===== src/rtl/fp32_addsub.sv =====
`timescale 1ns/1ps
module fp32_addsub (
  input  logic        clk,
  input  logic        rst_n,
  input  logic        in_valid,
  input  logic [31:0] op_a,
  input  logic [31:0] op_b,
  input  logic        op_sub,
  input  logic [1:0]  rnd_mode,
  output logic        out_valid,
  output logic [31:0] sum,
  output logic        ovf_flag,
  output logic        unf_flag
);
  localparam int EW = 8;
  localparam int FW = 23;
  localparam int MW = FW + 1;
  localparam int XW = MW + 3;
  localparam logic [EW-1:0] EMAX = '1;
  localparam logic [1:0] RM_NEAR = 2'b00, RM_ZERO = 2'b01, RM_UP = 2'b10, RM_DOWN = 2'b11;
  localparam logic [31:0] QNAN = 32'h7FC0_0000;

  // stage 1: decode, order, align
  logic [EW-1:0] ea, eb, el, es, dexp;
  logic [MW-1:0] ma, mb, ml, ms;
  logic sa, sb, sl, swap, a_nan, b_nan, a_inf, b_inf;
  logic [4:0] dcl;
  logic [2*XW-1:0] wide;
  logic [XW-1:0] sal;

  assign ea = op_a[30:23];
  assign eb = op_b[30:23];
  assign sa = op_a[31];
  assign sb = op_b[31] ^ op_sub;
  assign ma = (ea == '0) ? '0 : {1'b1, op_a[FW-1:0]};
  assign mb = (eb == '0) ? '0 : {1'b1, op_b[FW-1:0]};
  assign a_nan = (ea == EMAX) && (op_a[FW-1:0] != '0);
  assign b_nan = (eb == EMAX) && (op_b[FW-1:0] != '0);
  assign a_inf = (ea == EMAX) && (op_a[FW-1:0] == '0);
  assign b_inf = (eb == EMAX) && (op_b[FW-1:0] == '0);
  assign swap = {eb, mb} > {ea, ma};
  assign el = swap ? eb : ea;
  assign es = swap ? ea : eb;
  assign ml = swap ? mb : ma;
  assign ms = swap ? ma : mb;
  assign sl = swap ? sb : sa;
  assign dexp = el - es;
  assign dcl = (dexp > 8'd27) ? 5'd27 : dexp[4:0];
  assign wide = {ms, 3'b000, {XW{1'b0}}} >> dcl;
  assign sal = {wide[2*XW-1:XW+1], wide[XW] | (|wide[XW-1:0])};

  logic s1_v, s1_sub, s1_sl, s1_nan, s1_inf, s1_isg, s1_zsg;
  logic [1:0] s1_rm;
  logic [EW-1:0] s1_el;
  logic [MW-1:0] s1_ml;
  logic [XW-1:0] s1_sal;

  always_ff @(posedge clk) begin
    if (!rst_n) s1_v <= 1'b0;
    else s1_v <= in_valid;
    s1_sub <= sa ^ sb;
    s1_sl  <= sl;
    s1_nan <= a_nan | b_nan | (a_inf & b_inf & (sa ^ sb));
    s1_inf <= a_inf | b_inf;
    s1_isg <= a_inf ? sa : sb;
    s1_zsg <= (sa & sb) | ((sa ^ sb) & (rnd_mode == RM_DOWN));
    s1_rm  <= rnd_mode;
    s1_el  <= el;
    s1_ml  <= ml;
    s1_sal <= sal;
  end

  // stage 2: add and normalise
  logic [XW:0] raw;
  logic [4:0] lz;
  logic found;
  logic [XW-1:0] nrm;
  logic signed [9:0] ne;

  assign raw = s1_sub ? ({1'b0, s1_ml, 3'b000} - {1'b0, s1_sal})
                      : ({1'b0, s1_ml, 3'b000} + {1'b0, s1_sal});

  always_comb begin
    lz = '0;
    found = 1'b0;
    for (int i = XW - 1; i >= 0; i--) begin
      if (!found) begin
        if (raw[i]) found = 1'b1;
        else lz = lz + 5'd1;
      end
    end
  end

  always_comb begin
    if (raw[XW]) begin
      nrm = {raw[XW:2], raw[1] | raw[0]};
      ne  = $signed({2'b00, s1_el}) + 10'sd1;
    end else begin
      nrm = raw[XW-1:0] << lz;
      ne  = $signed({2'b00, s1_el}) - $signed({5'b00000, lz});
    end
  end

  logic s2_v, s2_sl, s2_nan, s2_inf, s2_isg, s2_zsg, s2_zero;
  logic [1:0] s2_rm;
  logic [XW-1:0] s2_n;
  logic signed [9:0] s2_e;

  always_ff @(posedge clk) begin
    if (!rst_n) s2_v <= 1'b0;
    else s2_v <= s1_v;
    s2_sl   <= s1_sl;
    s2_nan  <= s1_nan;
    s2_inf  <= s1_inf;
    s2_isg  <= s1_isg;
    s2_zsg  <= s1_zsg;
    s2_zero <= (raw == '0);
    s2_rm   <= s1_rm;
    s2_n    <= nrm;
    s2_e    <= ne;
  end

  // stage 3: round, pack, flag
  logic g, r, st, lsb, inc;
  logic [MW:0] m25;
  logic [MW-1:0] mfin;
  logic signed [9:0] er;
  logic [31:0] res_c;
  logic ovf_c, unf_c;

  assign lsb = s2_n[3];
  assign g   = s2_n[2];
  assign r   = s2_n[1];
  assign st  = s2_n[0];

  always_comb begin
    case (s2_rm)
      RM_NEAR: inc = g & (r | st | lsb);
      RM_ZERO: inc = 1'b0;
      RM_UP:   inc = ~s2_sl & (g | r | st);
      default: inc = s2_sl & (g | r | st);
    endcase
  end

  assign m25  = {1'b0, s2_n[XW-1:3]} + {{MW{1'b0}}, inc};
  assign mfin = m25[MW] ? m25[MW:1] : m25[MW-1:0];
  assign er   = s2_e + $signed({9'b0, m25[MW]});

  always_comb begin
    ovf_c = 1'b0;
    unf_c = 1'b0;
    if (s2_nan)                res_c = QNAN;
    else if (s2_inf)           res_c = {s2_isg, EMAX, {FW{1'b0}}};
    else if (s2_zero)          res_c = {s2_zsg, 31'b0};
    else if (s2_e < 10'sd1)  begin res_c = {s2_sl, 31'b0}; unf_c = 1'b1; end
    else if (er > 10'sd254)  begin res_c = {s2_sl, EMAX, {FW{1'b0}}}; ovf_c = 1'b1; end
    else                       res_c = {s2_sl, er[EW-1:0], mfin[FW-1:0]};
  end

  always_ff @(posedge clk) begin
    if (!rst_n) begin
      out_valid <= 1'b0;
      sum       <= '0;
      ovf_flag  <= 1'b0;
      unf_flag  <= 1'b0;
    end else begin
      out_valid <= s2_v;
      if (s2_v) begin
        sum      <= res_c;
        ovf_flag <= ovf_c;
        unf_flag <= unf_c;
      end else begin
        ovf_flag <= 1'b0;
        unf_flag <= 1'b0;
      end
    end
  end
endmodule



===== config.mk =====
export PLATFORM = sky130hd
export DESIGN_NAME = fp32_addsub
export DESIGN_NICKNAME = d
export VERILOG_FILES = /design/src/rtl/fp32_addsub.sv
export SDC_FILE = /design/constraint.sdc
export NUM_CORES = 1
export LEC_CHECK = 0
export BUFFER_PORTS_ARGS = -buffer_cell sky130_fd_sc_hd__buf_2
export CAP_MARGIN = 5
export CORE_MARGIN = 2
export CORE_UTILIZATION = 25
export DETAILED_ROUTE_END_ITERATION = 12
export PLACE_DENSITY = 0.51
export SYNTH_ARGS = -nofsm -noshare
export SYNTH_HDL_FRONTEND = slang
export SYNTH_SLANG_ARGS = --single-unit
export TNS_END_PERCENT = 1

===== constraint.sdc =====
create_clock -name clk -period 36.8 [get_ports clk]
set_clock_uncertainty 0.15 [all_clocks]
set_input_delay 11.04 -clock clk [delete_from_list [all_inputs] [get_ports clk]]
set_output_delay 11.04 -clock clk [all_outputs]
set_load 0.01 [all_outputs]

# Word-level counts from Yosys, hierarchy flattened
# Cells that the tools add are included.
dict set report classes {
  n_addsub 33
  n_lt_le_gt_ge 4
  eq_ne 5
  shifts 2
  n_mux 125
  bitwise_logic 22
  n_reduce_logical 15
}
# operator count
set ops {}
lappend ops {{$mux W5} 53}
lappend ops {{$add A5 B1 Y5 const B} 26}
lappend ops {{$mux W24} 4}
lappend ops {{$mux W32} 3}
lappend ops {{$mux W31} 2}
lappend ops {{$mux W1} 56}
lappend ops {{$shr A54 B5 Y54} 1}
lappend ops {{$logic_not A23 Y1} 2}
lappend ops {{$reduce_bool A23 Y1} 2}
lappend ops {{$gt A32 B32 Y1} 1}
lappend ops {{$add A27 B27 Y28} 1}
lappend ops {{$logic_not A28 Y1} 1}
lappend ops {{$mux W28} 1}
lappend ops {{$sub A27 B27 Y28} 1}
lappend ops {{$reduce_or A27 Y1} 1}
lappend ops {{$shl A27 B5 Y27} 1}
lappend ops {{$mux W26} 1}
lappend ops {{$add A24 B1 Y25} 1}
lappend ops {{$mux W23} 1}
lappend ops {{$eq A8 B8 Y1 const B} 2}
lappend ops {{$logic_not A8 Y1} 2}
lappend ops {{$mux W8} 2}
lappend ops {{$add A10 B2 Y10} 1}
lappend ops {{$gt A10 B9 Y1 const B} 1}
lappend ops {{other kinds (17)} 39}
dict set report totals {
  regBits 149
  in_bits 70
  out_inout_bits 35
}

# Depth between registers and ports, before layout
# Gate-level depths: netlist of run 1.
dict set report depth {
  ltp_word 83
  ltp_mapped 106
  mapped_depth_nobuf 103
}

# Worst setup path before layout of run 1
# OpenSTA, ideal clock, no wires.
dict set report synth_timing {
  path_kind {register to register}
  start {register s1_sal[11]}
  end {register s2_e[6]}
  setup_ns 0.072
  arrival_ns 19.116
  required_ns 36.578
  setup_slack_ns 17.462
  stages_incl_launch_ff 104
  path_buffers 3
  path_cell_list {dfxtp_1 -> inv_1 -> ha_1 -> buf_6 -> or3_1 -> or3_4 -> a2111oi_4 -> nor3_2 -> o311ai_0 -> o2111ai_1 -> a21oi_1 -> buf_2 -> ha_1 -> inv_1 -> a21boi_0 -> ha_1 -> a21boi_0 -> o41a_1 -> [... 68 more ...] -> ha_1 -> a21boi_0 -> a221oi_1 -> ha_1 -> nor2b_1 -> xnor2_1 -> nor2_1 -> xnor2_1 -> nor2_1 -> xor2_1 -> clkinv_1 -> clkbuf_1 -> ha_1 -> a21o_1 -> a21oi_1 -> o21ai_0 -> o32ai_1 -> xor2_1}
}
dict set report synth_between {
  elab_chain_cells 83
}
# item line
set synth_lines {}
lappend synth_lines {{start, declared} 56} ;# logic [XW-1:0] s1_sal;
lappend synth_lines {{start signal, assigned} 70} ;# s1_sal <= sal;
lappend synth_lines {{$add A27 B27 Y28 / $sub A27 B27 Y28 (equally long branches)} {81, 80}}
lappend synth_lines {{$mux W28 *} 80} ;# assign raw = s1_sub ? ({1'b0, s1_ml, 3'b000} - {1'b0, s1_sal})
lappend synth_lines {{$mux W1} 88} ;# if (raw[i]) found = 1'b1;
lappend synth_lines {{$add A5 B1 Y5} 89} ;# else lz = lz + 5'd1;
lappend synth_lines {{$mux W5} 88}
lappend synth_lines {{$mux W5} 87} ;# if (!found) begin
lappend synth_lines {{$add A5 B1 Y5} 89}
lappend synth_lines {{$mux W5} 88}
lappend synth_lines {{[... 68 more ...]} -}
lappend synth_lines {{$mux W5} 88}
lappend synth_lines {{$mux W5} 87}
lappend synth_lines {{$add A5 B1 Y5} 89}
lappend synth_lines {{$mux W5} 88}
lappend synth_lines {{$mux W5} 87}
lappend synth_lines {{$sub A8 B5 Y9} 100} ;# ne = $signed({2'b00, s1_el}) - $signed({5'b00000, lz});
lappend synth_lines {{$mux W10 *} 95} ;# if (raw[XW]) begin
lappend synth_lines {{via ne[6]} 78} ;# logic signed [9:0] ne;
lappend synth_lines {{end signal, assigned} 120} ;# s2_e <= ne;
lappend synth_lines {{end, declared} 107} ;# logic signed [9:0] s2_e;
# The timed path passes the listed nets; every way through them passes the cells marked *.
# A chain may end at the register's enable or synchronous reset.

# Worst setup path after layout of run 1
# Ends and elaborated chain as after synthesis.

==> results of run 1 <==
[final cells by class]
type,count,area [sq um]
Antenna cell,1,2.50
Clock buffer,17,425
Clock inverter,15,168
Fill cell,7025,45200
Inverter,103,387
Multi-Input combinational cell,1858,12200
Sequential cell,149,2980
Tap cell,846,1060
Timing Repair Buffer,126,686
[registers in the layout (all words and copies together), names as in the netlist, 2 cells and up]
register / count
s1_el: 8
s2_n: 27
s1_ml: 24
s2_e: 10
sum: 32
s1_rm: 2
s1_sal: 27
s2_rm: 2
[kinds of logic after synthesis]
logic type | share of synthesized area [%]
and+or+nand+nor | 27.2
AOI/OAI and AO/OA | 26.6
adders and majority gates | 9.71
DFF | 18.7
buffers and inverters | 5.20
xor gates and xnor gates | 6.13
muxes | 6.38
[path summary, 6_finish.rpt]
check / end / slack, ps / depth (start not counted)
min: s2_rm[0]$_DFF_P_ / 180 / 0
min reg2reg: s2_rm[0]$_DFF_P_ / 180 / 0
max reg2reg: s2_e[6]$_DFF_P_ / 14570 / 100
max: s2_e[6]$_DFF_P_ / 14570 / 100
[per-layer routing]
layer	GRT usage (%)	vias to the layer above	part of all wire, %
met2	26.4	470	46
li1	-	8150	-
met1	21.8	7871	47
met4	5.22	0	2.5
met3	1.47	70	4.1
met5	0	-	0
[stage by stage]
stage	cell area [sq um]	total power (uW)	instances	util, %
after floorplan	15900	533	2218	-
after global placement	17300	664	3082	27.4
after detailed placement	17300	666	3082	27.4
after CTS	17900	840	3114	28.3
after global routing	17900	902	3114	28.3
final	17900	841	3115	28.3
[worst max-delay path: cells and delay by family (launching register included)]
family                     cells  cell delay, ps
DFF                            1             340
buffers and inverters          4             960
adders and majority gates     25            7820
muxes                         10            2360
and+or+nand+nor               29            4030
xor gates and xnor gates       4             630
AOI/OAI and AO/OA             28            5810
[cells in the final DEF, fill, tap and decap left out, types with 11 or more instances in the layout]
cell type / count
xor2_1: 41
and2_1: 60
ha_1: 118
o21a_1: 23
buf_4: 22
o211ai_1: 25
nand3_1: 82
o21ai_0: 138
nor2b_1: 43
nor4_1: 31
a31oi_1: 12
nand2b_1: 22
or3_1: 17
inv_1: 101
xnor2_1: 56
a21oi_1: 182
a21o_1: 24
clkbuf_16: 17
dfxtp_1: 149
nand4_1: 33
a211oi_1: 20
a21boi_0: 11
buf_2: 104
or2_2: 13
o21bai_1: 23
a22oi_1: 17
o31ai_1: 16
mux2i_1: 70
nor2_1: 194
and3_1: 25
nor3_1: 52
o22ai_1: 27
nand2_1: 269
mux2_2: 28
[power groups by stage]
stage,clock network [uW],logic [uW],registers [uW]
global route,181,498,223
finish,170,453,218
detailed placement,0,444,222
floorplan,0,318,215
CTS,175,447,218
global placement,0,443,220
==> flow_metrics.tcl, run 1 <==
set metrics [dict create \
    io_pins 105 \
    crit_required_ps 37010 \
    clkSinkCount 149 \
    place_congestion 0.930 \
    ys_async_sr_fraction_pct 0 \
    die-area_sq_um 65800 \
    grt_pass1_vias 15800 \
    detail-route-antenna-nets 0 \
    grt_max_degree 66 \
    yosys.area.top_type "dfxtp_1" \
    critPathKind "flip-flop to flip-flop" \
    crit_arrival_ps 22440 \
    r2r_start "s1_sal[11]$_SDFF_PP0_" \
    critPathMaxFanout 25 \
    final_max_slew_viol_count 0 \
    drc 0 \
    syn_inst 2218 \
    globalRouteTotalUtil_pct 16.0 \
    syn_area_sq_um 15900 \
    viasPerCell 5.32 \
    combPwrFrac_pct 53.9 \
    timing.fmax_mhz 45.0 \
    start_util_pct 25.3 \
    crit_path_start_kind "flip-flop" \
    firstDrtPassIters 5 \
    p_leak_uw 0.00726 \
    setup_violations 0 \
    cts-htree-levels 4 \
    ys_top_cells_by_count "269 x nand2_1, 196 x nor2_1, 182 x a21oi_1, 149 x dfxtp_1, 138 x o21ai_0" \
    numCtsBuffers 17 \
    dpl.hpwl_microns 44300 \
    slew_headroom_pct 29.4 \
    core_sq_um 63100 \
    portBuffers 104 \
    nNetsFinal 2445 \
    final.setup.tns_ps 0 \
    routedWlPerCell_microns 17.5 \
    ir_worst_vdd_uv 23.5 \
    synth_seq_area_share_pct 18.7 \
    post-synth-top-count-cell "nand2_1" \
    root_buffer "clkbuf_16" \
    internal-power_uw 449 \
    period_needed_ps 22230 \
    synth_top_area_share_pct 18.7 \
    status "completed" \
    area_growth_syn_to_layout_pct 12.2 \
    clockBufferDepth 2 \
    antenna_found_initial 0 \
    p_clk_share_pct 20.2 \
    dieWidth_microns 256 \
    ys_ff_latch 149 \
    hold_class "flip-flop to flip-flop" \
    overflow 0 \
    die_y_microns 256 \
    worstSkewPairLatency_ps 430 \
    ctsHoldBuffers 0 \
    grt_pass1_wl_microns 86000 \
    cts_setup_buffers 0 \
    max_stage_delay_ps 740 \
    syn_area_per_cell_sq_um 7.18 \
    drive_gt1_share_pct 10.4 \
    synth-warning-count 0 \
    pwr_density_cell_nw_per_um2 47.1 \
    synth_area_leaders "dfxtp_1 19%, ha_1 9.3%, nand2_1 6.3%" \
    rsz0062_at_grt "no" \
    sw_frac_of_total_pct 46.6 \
    cts_tree "done" \
    crit_top_cell "ha_1" \
    num_vias 16600 \
    hold_violations 0 \
    power_switching_uw 392 \
    cts_resized 0 \
    clkSlewWorstSetupHoldPaths_ps 60 \
    pre_cts_ws_ps 14880 \
    pwr-share-seq_pct 25.9 \
    num_rows 92 \
    synth_nets 2408 \
    drt_iter0_drc 1205 \
    netlist-cell-type-count 92 \
    fin_crit_sh_pct 60.4 \
    hold_start "s1_rm[0]$_DFF_P_" \
    layout_setup_ws_ps 14570 \
    worst_pin_slew_ps 1050 \
    slowest_stage "a21oi_1" \
    cap_viol_max_count 0 \
    synth_flop_cell "dfxtp_1" \
    drt-total-wl_microns 54600 \
    whs_ps 176 \
    worst_setup_path_end_kind "flip-flop" \
    synth_edf_count 0 \
    startpoint "s1_sal[11]$_SDFF_PP0_" \
]
Note: power is estimated with default switching activity, not from simulation.
==> run 2: changes to the inputs <==
==> constraint.sdc (replaced) <==
create_clock -name clk -period 22.7 [get_ports clk]
set_clock_uncertainty 0.15 [all_clocks]
set_input_delay 6.81 -clock clk [delete_from_list [all_inputs] [get_ports clk]]
set_output_delay 6.81 -clock clk [all_outputs]
set_load 0.01 [all_outputs]
==> flow_metrics.tcl, run 2 (same netlist as run 1, synthesis figures left out) <==
set metrics [dict create \
    crit_arrival_ps 21470 \
    rsz0062_at_grt "no" \
    postLayoutCellArea_sq_um 18000 \
    area_growth_syn_to_layout_pct 12.7 \
    cts-htree-levels 4 \
    max_stage_delay_ps 550 \
    drive_gt1_share_pct 10.7 \
    io_pins 105 \
    numCtsBuffers 17 \
    clkSinkCount 149 \
    placed_area_sq_um 17300 \
    num_rows 92 \
    r2r_start "s1_sal[11]$_SDFF_PP0_" \
    slew_headroom_pct 25.7 \
    r2r_slack_ps 1430 \
    antenna_found_initial 2 \
    cap_viol_max_count 0 \
    max_flop_register "sum" \
    worst_pin_slew_ps 1100 \
    detail-route-antenna-nets 0 \
    reg2reg_to "s2_e[6]$_DFF_P_" \
    drt-total-wl_microns 55700 \
    status "completed" \
    place_congestion 0.931 \
    crit_path_start_kind "flip-flop" \
    core_sq_um 63100 \
    viasPerCell 5.36 \
    clockBufferDepth 2 \
    final_cells 3116 \
    whs_ps 176 \
    overflow 0 \
    hold_class "flip-flop to flip-flop" \
    timing.fmax_mhz 47.0 \
    combPwrFrac_pct 53.5 \
    ir_worst_vdd_uv 46.8 \
    nNetsFinal 2448 \
    largest_reg_flops 32 \
    final.setup.tns_ps 0 \
    diodes 0 \
    final_core_util_pct 28.5 \
    ctsHoldBuffers 0 \
    portBuffers 104 \
    slowest_stage "o41a_1" \
    place_inst 3082 \
    min_to "s2_rm[0]$_DFF_P_" \
    critPathMaxFanout 25 \
    hold_start "s1_rm[0]$_DFF_P_" \
    r2r.worst_path.cells 100 \
    hold_violations 0 \
    p_clk_share_pct 21.0 \
    period_needed_ps 21270 \
    num_vias 16700 \
    grt_max_degree 66 \
    start_util_pct 25.3 \
    dieWidth_microns 256 \
    cts_tree "done" \
    globalRouteTotalUtil_pct 16.4 \
    p_leak_uw 0.00730 \
    routedWlPerCell_microns 17.9 \
    crit_top_cell "ha_1" \
    final_cell_mix "269 x nand2_1, 194 x nor2_1, 181 x a21oi_1" \
    worstSkewPairLatency_ps 430 \
    setup_violations 0 \
    die_y_microns 256 \
    crit_required_ps 22900 \
    firstDrtPassIters 6 \
    internal-power_uw 753 \
    drc 0 \
    fin_crit_sh_pct 93.7 \
    die-area_sq_um 65800 \
    power_switching_uw 639 \
    pwr-share-seq_pct 25.5 \
    critPathKind "flip-flop to flip-flop" \
    top_regs "sum: 32 flops, s1_sal: 27 flops, s2_n: 27 flops" \
    pwr_density_cell_nw_per_um2 77.5 \
    grt_pass1_wl_microns 88400 \
    sw_frac_of_total_pct 45.9 \
    drt_iter0_drc 1203 \
    grt_pass1_vias 16100 \
    root_buffer "clkbuf_16" \
    final_max_slew_viol_count 0 \
    worst_setup_path_end_kind "flip-flop" \
    layout_commonest_cell "nand2_1" \
    dpl.hpwl_microns 45000 \
    hold_depth 0 \
    clkSlewWorstSetupHoldPaths_ps 60 \
]
[run 2: cell count changes in the layout (fill, tap and decap cells not counted), sizes merged]
| cell | change |
|---|---|
| buf | +3 |
| diode | -1 |
| clkinvlp | -1 |
| clkbuf | +2 |
| bufinv | +2 |
| clkinv | -4 |
[run 2: worst max-delay path by stage]
stage / from / endpoint / slack (ps)
floorplan: s1_sal[11]$_SDFF_PP0_ / s2_e[6]$_DFF_P_ / 3360
global placement: s1_sal[11]$_SDFF_PP0_ / s2_e[6]$_DFF_P_ / 1570
detailed placement: s1_sal[11]$_SDFF_PP0_ / s2_e[6]$_DFF_P_ / 900
CTS: s1_sal[11]$_SDFF_PP0_ / s2_e[6]$_DFF_P_ / 720
global route: s1_sal[19]$_SDFF_PP0_ / s2_e[6]$_DFF_P_ / 10
finish: s1_sal[11]$_SDFF_PP0_ / s2_e[6]$_DFF_P_ / 1430
[run 2: layout make-up]
cell class | instances | area, sq um
Inverter | 103 | 390
Multi-Input combinational cell | 1858 | 12200
Clock inverter | 12 | 169
Tap cell | 846 | 1060
Timing Repair Buffer | 129 | 708
Sequential cell | 149 | 2980
Fill cell | 6969 | 45100
Clock buffer | 19 | 443
[run 2: power by group through the flow]
stage / combinational (uW) / clock, uW / sequential (uW)
3_3_place_gp: 722 / 0 / 357
4_1_cts: 729 / 300 / 354
2_1_floorplan: 516 / 0 / 348
6_report: 744 / 292 / 355
5_1_grt: 816 / 310 / 362
3_5_place_dp: 725 / 0 / 359
[run 2: what timing repair did]
action,CTS,global route
endpoints found under the setup margin,0,22
setup buffers,0,3
gates resized for setup,0,10
[run 2: critical path, delay by kind of cell, from the launching register on]
family / cells / cell delay, ps
AO/OA/AOI/OAI: 27 / 5050
XOR/XNOR: 4 / 630
adder cells (fa/ha/maj): 25 / 7740
buffers and inverters: 4 / 750
flip-flops: 1 / 340
multiplexers: 10 / 2200
AND/OR/NAND/NOR: 30 / 4300
[run 2: metrics by stage]
step	power [uW]	worst slack, ps
after floorplan	864	3360
after global placement	1080	1570
after detailed placement	1080	896
after CTS	1380	724
after global routing	1490	14.6
final	1390	1430
[run 2: routing by layer]
metal / GRT usage, % / vias up / wire length (microns)
li1: - / 8165 / -
met1: 22.3 / 7963 / 26200
met2: 27.4 / 493 / 25800
met3: 1.50 / 75 / 2470
met4: 4.91 / 0 / 1240
met5: 0 / - / 0
